`src/rtl/mac_rx_pkg.sv`:
```
package mac_rx_pkg;

   localparam int OCT_W = 8;

   // CRC-32 in a right-shifting register: reflected polynomial and residue
   localparam logic [31:0] CRC_POLY_R = 32'hEDB88320;
   localparam logic [31:0] CRC_GOOD_R = 32'hDEBB20E3;
   localparam logic [31:0] CRC_PRESET = 32'hFFFF_FFFF;

   typedef enum logic {
      ST_HUNT = 1'b0,
      ST_RECV = 1'b1
   } rx_state_e;

   typedef struct packed {
      logic rejected;
      logic overrun;
      logic runt;
      logic align_err;
      logic crc_err;
   } rx_stat_t;

   function automatic logic [31:0] crc_bit(input logic [31:0] c, input logic d);
      logic fb;
      fb = c[0] ^ d;
      crc_bit = {1'b0, c[31:1]} ^ (fb ? CRC_POLY_R : 32'h0);
   endfunction

endpackage

```
`src/rtl/rx_crc32_chk.sv`:
```
module rx_crc32_chk
   import mac_rx_pkg::*;
(
   input  logic clk,
   input  logic rst_n,
   input  logic init,
   input  logic en,
   input  logic din,
   input  logic oct_last,
   output logic oct_good
);

   logic [31:0] crc_q;
   logic [31:0] crc_d;

   assign crc_d = crc_bit(crc_q, din);

   always_ff @(posedge clk) begin
      if (!rst_n) begin
         crc_q    <= CRC_PRESET;
         oct_good <= 1'b0;
      end else if (init) begin
         crc_q    <= CRC_PRESET;
         oct_good <= 1'b0;
      end else if (en) begin
         crc_q <= crc_d;
         if (oct_last) begin
            oct_good <= (crc_d == CRC_GOOD_R);
         end
      end
   end

   AST_CRC_PRESET: assert property (@(posedge clk) disable iff (!rst_n)
      init |=> (crc_q == CRC_PRESET && !oct_good));

endmodule

```
`src/rtl/rx_deser.sv`:
```
module rx_deser #(
   parameter int W         = 8,
   parameter bit LSB_FIRST = 1'b1,
   localparam int CW       = $clog2(W)
) (
   input  logic          clk,
   input  logic          rst_n,
   input  logic          clr,
   input  logic          en,
   input  logic          din,
   output logic          oct_vld,
   output logic [W-1:0]  oct_data,
   output logic [CW-1:0] part_cnt
);

   logic [W-1:0]  sr_q;
   logic [CW-1:0] cnt_q;
   logic          last;

   if (W < 2 || (W & (W - 1)) != 0) begin : g_bad_width
      $error("rx_deser: W must be a power of two of at least 2");
   end

   assign last     = (cnt_q == CW'(W - 1));
   assign oct_vld  = en && last;
   assign part_cnt = cnt_q;

   if (LSB_FIRST) begin : g_lsb
      assign oct_data = {din, sr_q[W-1:1]};
      always_ff @(posedge clk) begin
         if (!rst_n)  sr_q <= '0;
         else if (en) sr_q <= {din, sr_q[W-1:1]};
      end
   end else begin : g_msb
      assign oct_data = {sr_q[W-2:0], din};
      always_ff @(posedge clk) begin
         if (!rst_n)  sr_q <= '0;
         else if (en) sr_q <= {sr_q[W-2:0], din};
      end
   end

   always_ff @(posedge clk) begin
      if (!rst_n || clr) cnt_q <= '0;
      else if (en)       cnt_q <= last ? '0 : cnt_q + 1'b1;
   end

   AST_OCTET_WRAP: assert property (@(posedge clk) disable iff (!rst_n)
      oct_vld |=> (part_cnt == '0));

endmodule

```
`src/rtl/rx_sync_fifo.sv`:
```
module rx_sync_fifo #(
   parameter int W     = 8,
   parameter int DEPTH = 32,
   localparam int AW   = $clog2(DEPTH),
   localparam int LW   = AW + 1
) (
   input  logic          clk,
   input  logic          rst_n,
   input  logic          wr,
   input  logic [W-1:0]  din,
   input  logic          rd,
   output logic [W-1:0]  dout,
   output logic          empty,
   output logic          full,
   output logic [LW-1:0] level
);

   logic [LW-1:0]      wp_q;
   logic [LW-1:0]      rp_q;
   logic [DEPTH*W-1:0] flat;

   if (DEPTH < 2 || (DEPTH & (DEPTH - 1)) != 0) begin : g_bad_depth
      $error("rx_sync_fifo: DEPTH must be a power of two of at least 2");
   end

   for (genvar i = 0; i < DEPTH; i++) begin : g_cell
      logic [W-1:0] q;
      always_ff @(posedge clk) begin
         if (wr && wp_q[AW-1:0] == AW'(i)) q <= din;
      end
      assign flat[i*W +: W] = q;
   end

   always_ff @(posedge clk) begin
      if (!rst_n) begin
         wp_q <= '0;
         rp_q <= '0;
      end else begin
         if (wr) wp_q <= wp_q + 1'b1;
         if (rd) rp_q <= rp_q + 1'b1;
      end
   end

   assign empty = (wp_q == rp_q);
   assign full  = (wp_q[AW] != rp_q[AW]) && (wp_q[AW-1:0] == rp_q[AW-1:0]);
   assign level = wp_q - rp_q;
   assign dout  = flat[W*int'(rp_q[AW-1:0]) +: W];

   AST_NO_OVERFLOW: assert property (@(posedge clk) disable iff (!rst_n)
      wr |-> !full);
   AST_NO_UNDERFLOW: assert property (@(posedge clk) disable iff (!rst_n)
      rd |-> !empty);
   AST_LEVEL_BOUND: assert property (@(posedge clk) disable iff (!rst_n)
      level <= LW'(DEPTH));

endmodule

```
`src/rtl/mac_rx_framer.sv`:
```
module mac_rx_framer
   import mac_rx_pkg::*;
#(
   parameter int FIFO_DEPTH = 32,
   parameter int MIN_FRAME  = 64,
   localparam int LVL_W     = $clog2(FIFO_DEPTH) + 1
) (
   input  logic             clk,
   input  logic             rst_n,
   input  logic             rx_bit,
   input  logic             carrier,
   input  logic             self_rx,
   input  logic             addr_miss,
   input  logic             no_buf,
   input  logic             coll,
   input  logic             rej_coll_en,
   input  logic             rej_err_en,
   input  logic             fifo_rd,
   output logic [7:0]       fifo_dout,
   output logic             fifo_empty,
   output logic [LVL_W-1:0] fifo_level,
   output logic             frame_done,
   output logic [4:0]       frame_stat
);

   localparam int CNT_W  = $clog2(MIN_FRAME + 1);
   localparam int PART_W = $clog2(OCT_W);

   if (MIN_FRAME < 1) begin : g_bad_min
      $error("mac_rx_framer: MIN_FRAME must be at least 1");
   end

   rx_state_e          state_q;
   logic               prev_q;
   logic               mon_q;
   logic               abort_q;
   logic               ovf_q;
   logic [CNT_W-1:0]   oct_cnt_q;
   rx_stat_t           stat_q;
   rx_stat_t           end_stat;
   logic               done_q;

   logic               sfd_hit;
   logic               take_bit;
   logic               frame_end;
   logic               hazard_now;
   logic               blocked;
   logic               want_wr;
   logic               fifo_wr;
   logic               ovf_now;
   logic               fifo_full;
   logic               oct_vld;
   logic [OCT_W-1:0]   oct_data;
   logic [PART_W-1:0]  part_cnt;
   logic               crc_good;

   assign sfd_hit    = carrier && (state_q == ST_HUNT) && prev_q && rx_bit;
   assign take_bit   = carrier && (state_q == ST_RECV);
   assign frame_end  = !carrier && (state_q == ST_RECV);
   assign hazard_now = addr_miss || no_buf || (coll && rej_coll_en);
   assign blocked    = abort_q || (take_bit && hazard_now);
   assign want_wr    = oct_vld && !mon_q && !blocked;
   assign fifo_wr    = want_wr && !fifo_full;
   assign ovf_now    = want_wr && fifo_full;

   rx_deser #(
      .W         (OCT_W),
      .LSB_FIRST (1'b1)
   ) i_deser (
      .clk      (clk),
      .rst_n    (rst_n),
      .clr      (sfd_hit),
      .en       (take_bit),
      .din      (rx_bit),
      .oct_vld  (oct_vld),
      .oct_data (oct_data),
      .part_cnt (part_cnt)
   );

   rx_crc32_chk i_crc (
      .clk      (clk),
      .rst_n    (rst_n),
      .init     (sfd_hit),
      .en       (take_bit),
      .din      (rx_bit),
      .oct_last (oct_vld),
      .oct_good (crc_good)
   );

   rx_sync_fifo #(
      .W     (OCT_W),
      .DEPTH (FIFO_DEPTH)
   ) i_fifo (
      .clk   (clk),
      .rst_n (rst_n),
      .wr    (fifo_wr),
      .din   (oct_data),
      .rd    (fifo_rd),
      .dout  (fifo_dout),
      .empty (fifo_empty),
      .full  (fifo_full),
      .level (fifo_level)
   );

   always_comb begin
      end_stat.crc_err   = !crc_good;
      end_stat.align_err = (part_cnt != '0) && !crc_good;
      end_stat.runt      = (oct_cnt_q < CNT_W'(MIN_FRAME));
      end_stat.overrun   = ovf_q;
      end_stat.rejected  = abort_q || (rej_err_en && (!crc_good || end_stat.runt));
   end

   always_ff @(posedge clk) begin
      if (!rst_n) begin
         state_q   <= ST_HUNT;
         prev_q    <= 1'b0;
         mon_q     <= 1'b0;
         abort_q   <= 1'b0;
         ovf_q     <= 1'b0;
         oct_cnt_q <= '0;
         stat_q    <= '0;
         done_q    <= 1'b0;
      end else begin
         done_q <= 1'b0;
         if (!carrier) begin
            prev_q <= 1'b0;
            if (state_q == ST_RECV) begin
               state_q <= ST_HUNT;
               stat_q  <= end_stat;
               done_q  <= 1'b1;
            end
         end else if (state_q == ST_HUNT) begin
            prev_q <= rx_bit;
            if (sfd_hit) begin
               state_q   <= ST_RECV;
               mon_q     <= self_rx;
               abort_q   <= 1'b0;
               ovf_q     <= 1'b0;
               oct_cnt_q <= '0;
               stat_q    <= '0;
            end
         end else begin
            if (hazard_now) abort_q <= 1'b1;
            if (ovf_now) begin
               ovf_q   <= 1'b1;
               abort_q <= 1'b1;
            end
            if (oct_vld && oct_cnt_q != CNT_W'(MIN_FRAME)) begin
               oct_cnt_q <= oct_cnt_q + 1'b1;
            end
         end
      end
   end

   assign frame_done = done_q;
   assign frame_stat = stat_q;

   AST_DONE_PULSE: assert property (@(posedge clk) disable iff (!rst_n)
      frame_done |=> !frame_done);
   AST_DONE_AFTER_DROP: assert property (@(posedge clk) disable iff (!rst_n)
      frame_done |-> ($past(state_q) == ST_RECV && !$past(carrier)));
   AST_STAT_CLEARED: assert property (@(posedge clk) disable iff (!rst_n)
      sfd_hit |=> (frame_stat == '0));
   AST_MONITOR_NO_FILL: assert property (@(posedge clk) disable iff (!rst_n)
      (state_q == ST_RECV && mon_q) |=> (fifo_level <= $past(fifo_level)));
   AST_ALIGN_WITH_CRC: assert property (@(posedge clk) disable iff (!rst_n)
      frame_stat[1] |-> frame_stat[0]);
   AST_OVERRUN_REJECTS: assert property (@(posedge clk) disable iff (!rst_n)
      frame_stat[3] |-> frame_stat[4]);

endmodule

```
`config.mk`:
```
export PLATFORM = sky130hd
export DESIGN_NAME = mac_rx_framer
export DESIGN_NICKNAME = d
export VERILOG_FILES = /design/src/rtl/mac_rx_pkg.sv /design/src/rtl/rx_crc32_chk.sv /design/src/rtl/rx_deser.sv /design/src/rtl/rx_sync_fifo.sv /design/src/rtl/mac_rx_framer.sv
export SDC_FILE = /design/constraint.sdc
export NUM_CORES = 1
export LEC_CHECK = 0
export ABC_AREA = 1
export BUFFER_PORTS_ARGS = -buffer_cell sky130_fd_sc_hd__clkbuf_2
export CAP_MARGIN = 20
export CORE_ASPECT_RATIO = 1.75
export CORE_MARGIN = 1.5
export CORE_UTILIZATION = 50
export CTS_BUF_LIST = sky130_fd_sc_hd__clkbuf_16
export DETAILED_ROUTE_END_ITERATION = 7
export PLACE_DENSITY = 0.77
export SYNTH_ARGS = -nofsm -noshare
export SYNTH_HDL_FRONTEND = slang
export SYNTH_SLANG_ARGS = --single-unit
```
`constraint.sdc`:
```
create_clock -name clk -period 8.1 [get_ports clk]
set_input_delay 0 -clock clk [delete_from_list [all_inputs] [get_ports clk]]
set_output_delay 0 -clock clk [all_outputs]
set_load 0.02 [all_outputs]
```
==> results of run 1 <==
==> metal layers <==
layer | global-route usage (%) | vias to the layer above
met5 | 0 | -
met1 | 25.5 | 4654
met4 | 17.7 | 0
li1 | - | 4646
met2 | 43.8 | 404
met3 | 3.06 | 143
==> stage by stage <==
stage / power, mW / instance area [um2] / hold slack, ps / setup WS [ps]
2_1_floorplan: 1.98 / 14000 / 79.3 / 5410
6_report: 3.35 / 15300 / 26.7 / 4250
3_5_place_dp: 2.03 / 14300 / 279 / 4310
3_3_place_gp: 2.03 / 14300 / 283 / 4490
5_1_grt: 3.44 / 15300 / 58.9 / 4050
4_1_cts: 3.36 / 15300 / 22.8 / 4310
==> final timing paths <==
path	start	end	slack, ps
setup / recovery	i_fifo.rp_q[1]	i_fifo.g_cell[28].q[2]	4250
hold / removal	addr_miss	ovf_q	30
setup reg to reg	i_fifo.rp_q[1]	i_fifo.g_cell[28].q[2]	4250
hold reg to reg	mon_q	mon_q	460
==> what timing repair did <==
item / CTS / global route
endpoints found under the hold margin: 12 / 0
setup endpoints to repair: 0 / 0
hold buffers: 6 / 0
==> cells by family (layout without fill, tap and decap cells) <==
kind of cell    Yosys count  in the layout  share of synthesized area, %
compound gates          257            257                          10.2
xor+xnor                  9              9                         0.565
fa+ha+maj                21             21                          1.94
buf+inv                 157            183                          4.87
flops                   329            329                          65.5
simple gates            583            583                          16.9
==> cells in the mapped netlist, drive strengths merged <==
cell type / number
a211oi: 1
a21oi: 52
a22oi: 2
a31oi: 2
and2: 1
buf: 38
clkbuf: 32
clkinv: 3
dfxtp: 73
edfxtp: 256
fa: 1
ha: 20
inv: 84
nand2: 215
nand3: 78
nand4: 6
nor2: 271
nor3: 11
nor4: 1
o211ai: 51
o21a: 1
o21ai: 147
o21bai: 1
xnor2: 1
xor2: 8
==> power by group through the flow <==
stage	Sequential, mW	Combinational, mW	Clock [mW]
after global routing	1.81	0.214	1.42
after floorplan	1.84	0.137	0
final	1.81	0.195	1.35
after global placement	1.84	0.184	0
after detailed placement	1.84	0.188	0
after CTS	1.81	0.191	1.36
==> worst max-delay path: cells and delay by family, from the launching register on <==
| family | cells | cell delay, ps |
|---|---|---|
| simple gates | 6 | 1370 |
| buf+inv | 3 | 1310 |
| fa+ha+maj | 1 | 440 |
| flops | 1 | 310 |
==> registers in the layout (all words and copies together), names as in the netlist, 3 cells and up <==
name and flops:
frame_stat 5, i_crc.crc_q 32, i_deser.part_cnt 3, i_deser.sr_q 7, i_fifo.g_cell.q 256, i_fifo.rp_q 6, i_fifo.wp_q 6, oct_cnt_q 7
==> area by class of cell <==
cell class	instances	area, um2
Multi-Input combinational cell	870	4130
Clock buffer	29	726
Sequential cell	329	9160
Timing Repair Buffer	45	295
Clock inverter	22	195
Tap cell	369	462
Inverter	87	329
Fill cell	2253	12000
==> reports/qor.csv, run 1 <==
metric,value,unit
min_period,3850,ps
met3_length,1930,um
critical_path_class,flip-flop to flip-flop,
drive_gt1_share,7.16,%
synth_top_area_cell,edfxtp_1,
dieWidth,129,um
whs_path_depth,8,
ir_drop,0.184,mV
initial_core_util,51.1,%
skew,8.48,ps
grt_util_all_layers,24.3,%
switchingPower,0.721,mW
power_frac_comb,5.8,%
drtIter0Drc,928,
final_cells,1751,
drtAntennaViolNets,0,
drcViolationCount,0,
grt_pass1_wl,52200,um
hold_class,input pin to flip-flop,
cts_made_buffers,28,
tns,0,ps
core,0.0273,mm2
crit_path_start_kind,flip-flop,
period_share,47.5,%
num_antenna_cells,0,
ioPinCount,32,
clock_latency,550,ps
synthCells,1356,
fin_nets,1393,
yosysUniqueCellTypes,34,
yosys-top-cells-area,"edfxtp_1 55%, dfxtp_1 10%, nor2_1 7.3%, nand2_1 5.6%, o21ai_0 4.7%",
power-per-cell-area,219,mW/mm2
drt_wl_total,34300,um
htree_levels,1,
fmax,0.260,GHz
yosys.area.top_type_share,55.1,%
r2r.worst_path.cells,10,
endpoint_kind,flip-flop,
synth-seq-cells,329,
p_sw_share,21.5,%
rows,80,
syn_area,0.0140,mm2
worstPathMaxFanout,99,
wl_met2,18000,um
cts-root-buf,clkbuf_16,
vias,9847,
antenna_found_initial,0,
grt_start_max_net_pins,123,
intPower,2.63,mW
met1_length,11800,um
yosys_warnings,0,
finalSetupViolations,0,
dp_cells,1692,
outcome,finished clean,
grt_pass1_vias,9777,
gr-total-overflow,0,
fin_util,56.0,%
gp_congestion,0.917,
avgViaCountPerCell,5.62,
slowest_stage,nor3_1,
slowest_delay,840,ps
path_cells,buf_4 > inv_2 > ha_1 > nand2_1 > nor3_1 > nand2_1 > nand2_4 > inv_4 > nand2_4 > nor3_1,
hold_violations,0,
final_cell_mix,"270 x nor2_1, 256 x edfxtp_1, 210 x nand2_1, 131 x o21ai_0, 88 x inv_1",
synth_nets,1388,
worst_pin_slew,1040,ps
clk_pin_slew_worst_paths,60,ps
cts_tree,yes,
arrival,4020,ps
crit_required,8270,ps
cts.sinks,329,
portBuffers,31,
seq_area_frac_synth,65.5,%
cap_violations,0,
wl_per_cell,19.6,um
post-dp-hpwl,22200,um
cts_setup_buffers,0,
clockBufferDepth,3,
rsz0062_at_grt,false,
die_h,224,um
slew_violations,0,
area_growth,9.61,%
p_leak,6.05,nW
dr.max_layer_used,met4,
seq_power_share,54.0,%
max_slew_margin,30.0,%
die_area,0.0290,mm2
dr.pass1.iters,5,
pwr-share-clk,40.2,%
synth.avg_cell_area,10.3,um2
layout.cells.most_common,nor2_1,
cts_resized,0,
(Power assumes the default switching activity.)
==> run 2: changes to the inputs <==
clock period = 3.7 ns   (was 8.1 ns; I/O delays follow)
==> run 2 against run 1 <==
Setup slack worse by 3900 ps. Largest cell class unchanged. Critical path depth stayed put. Critical path type is now flip-flop to primary output. Highest routed layer unchanged. Power is 120% higher.
==> reports/qor.csv, run 2 (synthesized netlist as in run 1, its figures left out) <==
metric,value,unit
vias,9953,
final-seq-area,0.00916,mm2
ioPinCount,32,
n_fill_cell,2253,
r2r_start,i_fifo.rp_q[2],
gr-total-overflow,0,
drive_gt1_share,8.12,%
slew_violations,0,
avgViaCountPerCell,5.66,
crit_path_start_kind,flip-flop,
rsz0062_at_grt,false,
fin_nets,1400,
initial_core_util,51.1,%
endpoint_kind,primary output,
fin_util,56.1,%
drtIter0Drc,856,
fmax,0.299,GHz
area_growth,9.89,%
layout.cells.most_common,nor2_1,
dieWidth,129,um
worst_pin_slew,1010,ps
max_slew_margin,32.2,%
crit_required,3700,ps
tns,0,ps
period_share,90.5,%
antenna_found_initial,0,
clk_pin_slew_worst_paths,70,ps
p_leak,6.03,nW
clock_latency,560,ps
portBuffers,31,
crit_start,i_fifo.rp_q[0],
top_regs,"i_fifo.g_cell.q x256, i_crc.crc_q x32",
grt_util_all_layers,23.8,%
outcome,finished clean,
grt_pass1_wl,51500,um
ir_drop,0.402,mV
largest_register,i_fifo.g_cell.q,
whs,11.8,ps
cts-root-buf,clkbuf_16,
core,0.0273,mm2
postLayoutCellArea,0.0153,mm2
die_area,0.0290,mm2
cts_tree,yes,
cts_resized,0,
final_cell_mix,"270 x nor2_1, 256 x edfxtp_1, 210 x nand2_1, 131 x o21ai_0, 83 x inv_1",
cts_made_buffers,29,
cts_setup_buffers,0,
arrival,3350,ps
grt_start_max_net_pins,130,
worstPathMaxFanout,129,
num_antenna_cells,0,
drt_wl_total,33800,um
htree_levels,1,
die_h,224,um
hold_class,input pin to flip-flop,
hold_violations,0,
largest_register_ffs,256,
multi_input_area,0.00413,mm2
cts.sinks,329,
gp_congestion,0.956,
wl_per_cell,19.2,um
grt_pass1_vias,9715,
post-dp-hpwl,21800,um
power-per-cell-area,477,mW/mm2
drtAntennaViolNets,0,
finalSetupViolations,0,
drcViolationCount,0,
clockBufferDepth,3,
min_period,3350,ps
min_from,rst_n,
dr.pass1.iters,7,
critical_path_class,flip-flop to primary output,
skew,22.1,ps
rows,80,
place_area,0.0143,mm2
cap_violations,0,
[run 2: cell count changes in the layout (fill, tap and decap cells not counted), moves of 2 or more]
cell / delta
buf_4: +5
inv_1: -5
inv_4: +5
inv_2: +3
bufinv_16: -2
clkinv_2: -2
clkinv_4: +2
[run 2: routing by layer]
metal / share of wire [%] / vias up / GRT usage, %
li1: - / 4674 / -
met1: 35 / 4672 / 25.2
met2: 52 / 477 / 43.3
met3: 5.5 / 130 / 2.60
met4: 7.0 / 0 / 16.3
met5: 0 / - / 0
[run 2: final timing paths]
kind | to | slack (ps) | cells past startpoint
setup / recovery | fifo_dout[2] | 350 | 10
setup reg to reg | i_fifo.g_cell[12].q[0] | 530 | 9
hold reg to reg | mon_q | 470 | 2
hold / removal | i_fifo.rp_q[5] | 10 | 3
[run 2: timing repair]
action | CTS | global route
hold endpoints to repair | 14 | 0
hold buffers | 7 | 0
endpoints found under the setup margin | 0 | 0
[run 2: final cells by class]
class	count	area share (%)
clock inverter	25	1.27
timing repair buffer	51	2.19
clock buffer	29	4.73
sequential	329	59.7
tap	369	3.01
multi-input combinational	870	26.9
inverter	87	2.14
[run 2: power by group]
part           total (mW)  switching [mW]  internal, mW
clock network        2.92            1.33          1.59
logic               0.437           0.311         0.126
registers            3.95          0.0137          3.94
[run 2: worst max-delay path: stages (launching register included)]
cell and delay (ps):
dfxtp_4 400, buf_12 230, inv_2 710, buf_4 340
nor2_1 60, o211ai_1 370, nand3_1 140, nand2_1 110
nand2_1 100, inv_1 60, clkbuf_2 160
[run 2: through the flow]
stage	worst slack [ps]	instances	power, mW
finish	352	1760	7.31
global route	81.2	1760	7.50
CTS	409	1759	7.33
detailed placement	586	1698	4.46
global placement	682	1698	4.46
floorplan	1010	1356	4.33
==> run 3: changes to the inputs <==
BUFFER_PORTS_ARGS = default   (was -buffer_cell sky130_fd_sc_hd__clkbuf_2)
DONT_BUFFER_PORTS = 1   (was default)
PLACE_DENSITY = 0.76   (was 0.77)
RECOVER_POWER = 50   (was default)
SKIP_CTS_REPAIR_TIMING = 1   (was default)
==> run 3 against run 2 <==
The run now ends with hold timing, capacitance limit, slew limit left. Non-clock buffer count shrank 28. Clock power down 7.9%. Flip-flop and latch count unchanged. Power fell by 3.5%. Critical path type unchanged.
==> reports/qor.csv, run 3 (synthesized netlist as in run 1, its figures left out) <==
metric,value,unit
outcome,finished with violations,
violations,"hold timing, capacitance limit, slew limit",
final-seq-area,0.00915,mm2
hold_class,input pin to flip-flop,
drtAntennaViolNets,0,
power_frac_comb,5.9,%
pwr-share-clk,38.1,%
r2r.worst_path.cells,9,
htree_levels,1,
final_cells,1727,
dieWidth,129,um
worst_hold_path.endpoint,ovf_q,
fmax,0.300,GHz
avgViaCountPerCell,5.71,
gr-total-overflow,0,
layout.cells.most_common,nor2_1,
fin_nets,1370,
top_regs,"i_fifo.g_cell.q x256, i_crc.crc_q x32",
hold_violations,4,
vias,9867,
drt_wl_total,34600,um
grt_start_max_net_pins,99,
min_from,no_buf,
critical_path_class,flip-flop to primary output,
max_slew_margin,-38.0,%
dp_cells,1666,
intPower,5.51,mW
core,0.0273,mm2
whs,-41.9,ps
rsz0062_at_grt,false,
grt_pass1_vias,9927,
largest_register_ffs,256,
cts-root-buf,clkbuf_16,
cts_made_buffers,27,
dr.pass1.iters,7,
cts_tree,yes,
endpoint_kind,primary output,
whs_path_depth,7,
arrival,3330,ps
seq_power_share,56.0,%
reg2reg_slack,440,ps
p_sw_share,21.9,%
drive_gt1_share,4.13,%
gp_congestion,0.975,
initial_core_util,51.1,%
antenna_found_initial,1,
power-per-cell-area,468,mW/mm2
drtIter0Drc,871,
switchingPower,1.55,mW
clk_pin_slew_worst_paths,70,ps
post-dp-hpwl,22500,um
finalSetupViolations,0,
drcViolationCount,0,
largest_register,i_fifo.g_cell.q,
r2r_start,i_fifo.rp_q[2],
worst_pin_slew,2070,ps
grt_util_all_layers,24.1,%
wl_per_cell,20.0,um
min_period,3330,ps
grt_pass1_wl,52100,um
crit_required,3700,ps
slew_violations,280,
rows,80,
crit_path_start_kind,flip-flop,
skew,22.4,ps
p_leak,5.85,nW
cap_violations,8,
cts.sinks,329,
clockBufferDepth,3,
ioPinCount,32,
ir_drop,0.373,mV
portBuffers,0,
n_fill_cell,2257,
multi_input_area,0.00412,mm2
final_cell_mix,"271 x nor2_1, 256 x edfxtp_1, 211 x nand2_1, 132 x o21ai_0, 87 x inv_1",
die_area,0.0290,mm2
tns,0,ps
rr_endpoint,i_fifo.g_cell[12].q[4],
clock_latency,550,ps
die_h,224,um
worstPathMaxFanout,97,
area_growth,8.10,%
period_share,90.0,%
run 3: cell types whose count changed in the layout (fill, tap and decap cells not counted), moves of 5 or more:
cell and delta:
dfxtp_2 -7, clkbuf_2 -31, dfxtp_1 +7, clkinv_1 +6, inv_4 -5
run 3: layer usage:
layer  vias to the layer above  track usage, %  share of wire [%]
met5                         -               0                  0
met4                         0            22.0                9.5
met3                       175            3.73                7.0
met2                       443            41.4                 50
met1                      4640            24.8                 34
li1                       4609               -                  -
run 3: layout make-up:
type                    count  area share (%)
inverters                  87            2.18
clock buffers              27            4.48
well taps                 369            3.06
clock inverters            21           0.929
flip-flops and latches    329            60.7
repair buffers             23            1.37
multi-input cells         870            27.3
diodes                      1          0.0166
run 3: worst max path at each step:
| stage | slack (ps) | start | depth (start not counted) | end |
|---|---|---|---|---|
| after CTS | 450 | i_fifo.rp_q[0] | 10 | fifo_dout[3] |
| after detailed placement | 480 | i_fifo.rp_q[2] | 9 | i_fifo.g_cell[12].q[4] |
| final | 370 | i_fifo.rp_q[0] | 10 | fifo_dout[3] |
| after floorplan | 1010 | i_fifo.rp_q[4] | 11 | i_fifo.g_cell[28].q[0] |
| after global placement | 610 | i_fifo.rp_q[2] | 9 | i_fifo.g_cell[28].q[1] |
| after global routing | 210 | i_fifo.rp_q[0] | 10 | fifo_dout[1] |
run 3: power by group through the flow:
stage	Sequential (mW)	Combinational, mW	Clock, mW
after floorplan	4.03	0.301	0
after global placement	4.03	0.385	0
after detailed placement	4.03	0.391	0
after CTS	3.95	0.394	2.70
after global routing	3.95	0.460	2.83
final	3.95	0.420	2.69
run 3: per-stage QoR:
| stage | util, % | setup WS (ps) | instance area, um2 | power, mW | hold WS (ps) |
|---|---|---|---|---|---|
| 2_1_floorplan | - | 1010 | 14000 | 4.33 | 79.3 |
| 5_1_grt | 55.2 | 211 | 15100 | 7.24 | 5.55 |
| 3_5_place_dp | 51.9 | 484 | 14200 | 4.42 | 85.7 |
| 6_report | 55.2 | 369 | 15100 | 7.06 | -41.9 |
| 3_3_place_gp | 51.9 | 612 | 14200 | 4.42 | 83.7 |
| 4_1_cts | 54.9 | 452 | 15000 | 7.05 | -488 |
run 3: critical path, stage by stage (launching register included):
cell and delay (ps):
dfxtp_4 340, buf_4 400, buf_4 810, nor2_1 160
nor2_1 160, o21ai_0 130, a21oi_1 260, nor2_1 110
nand2_1 90, nand2_1 70, inv_1 160
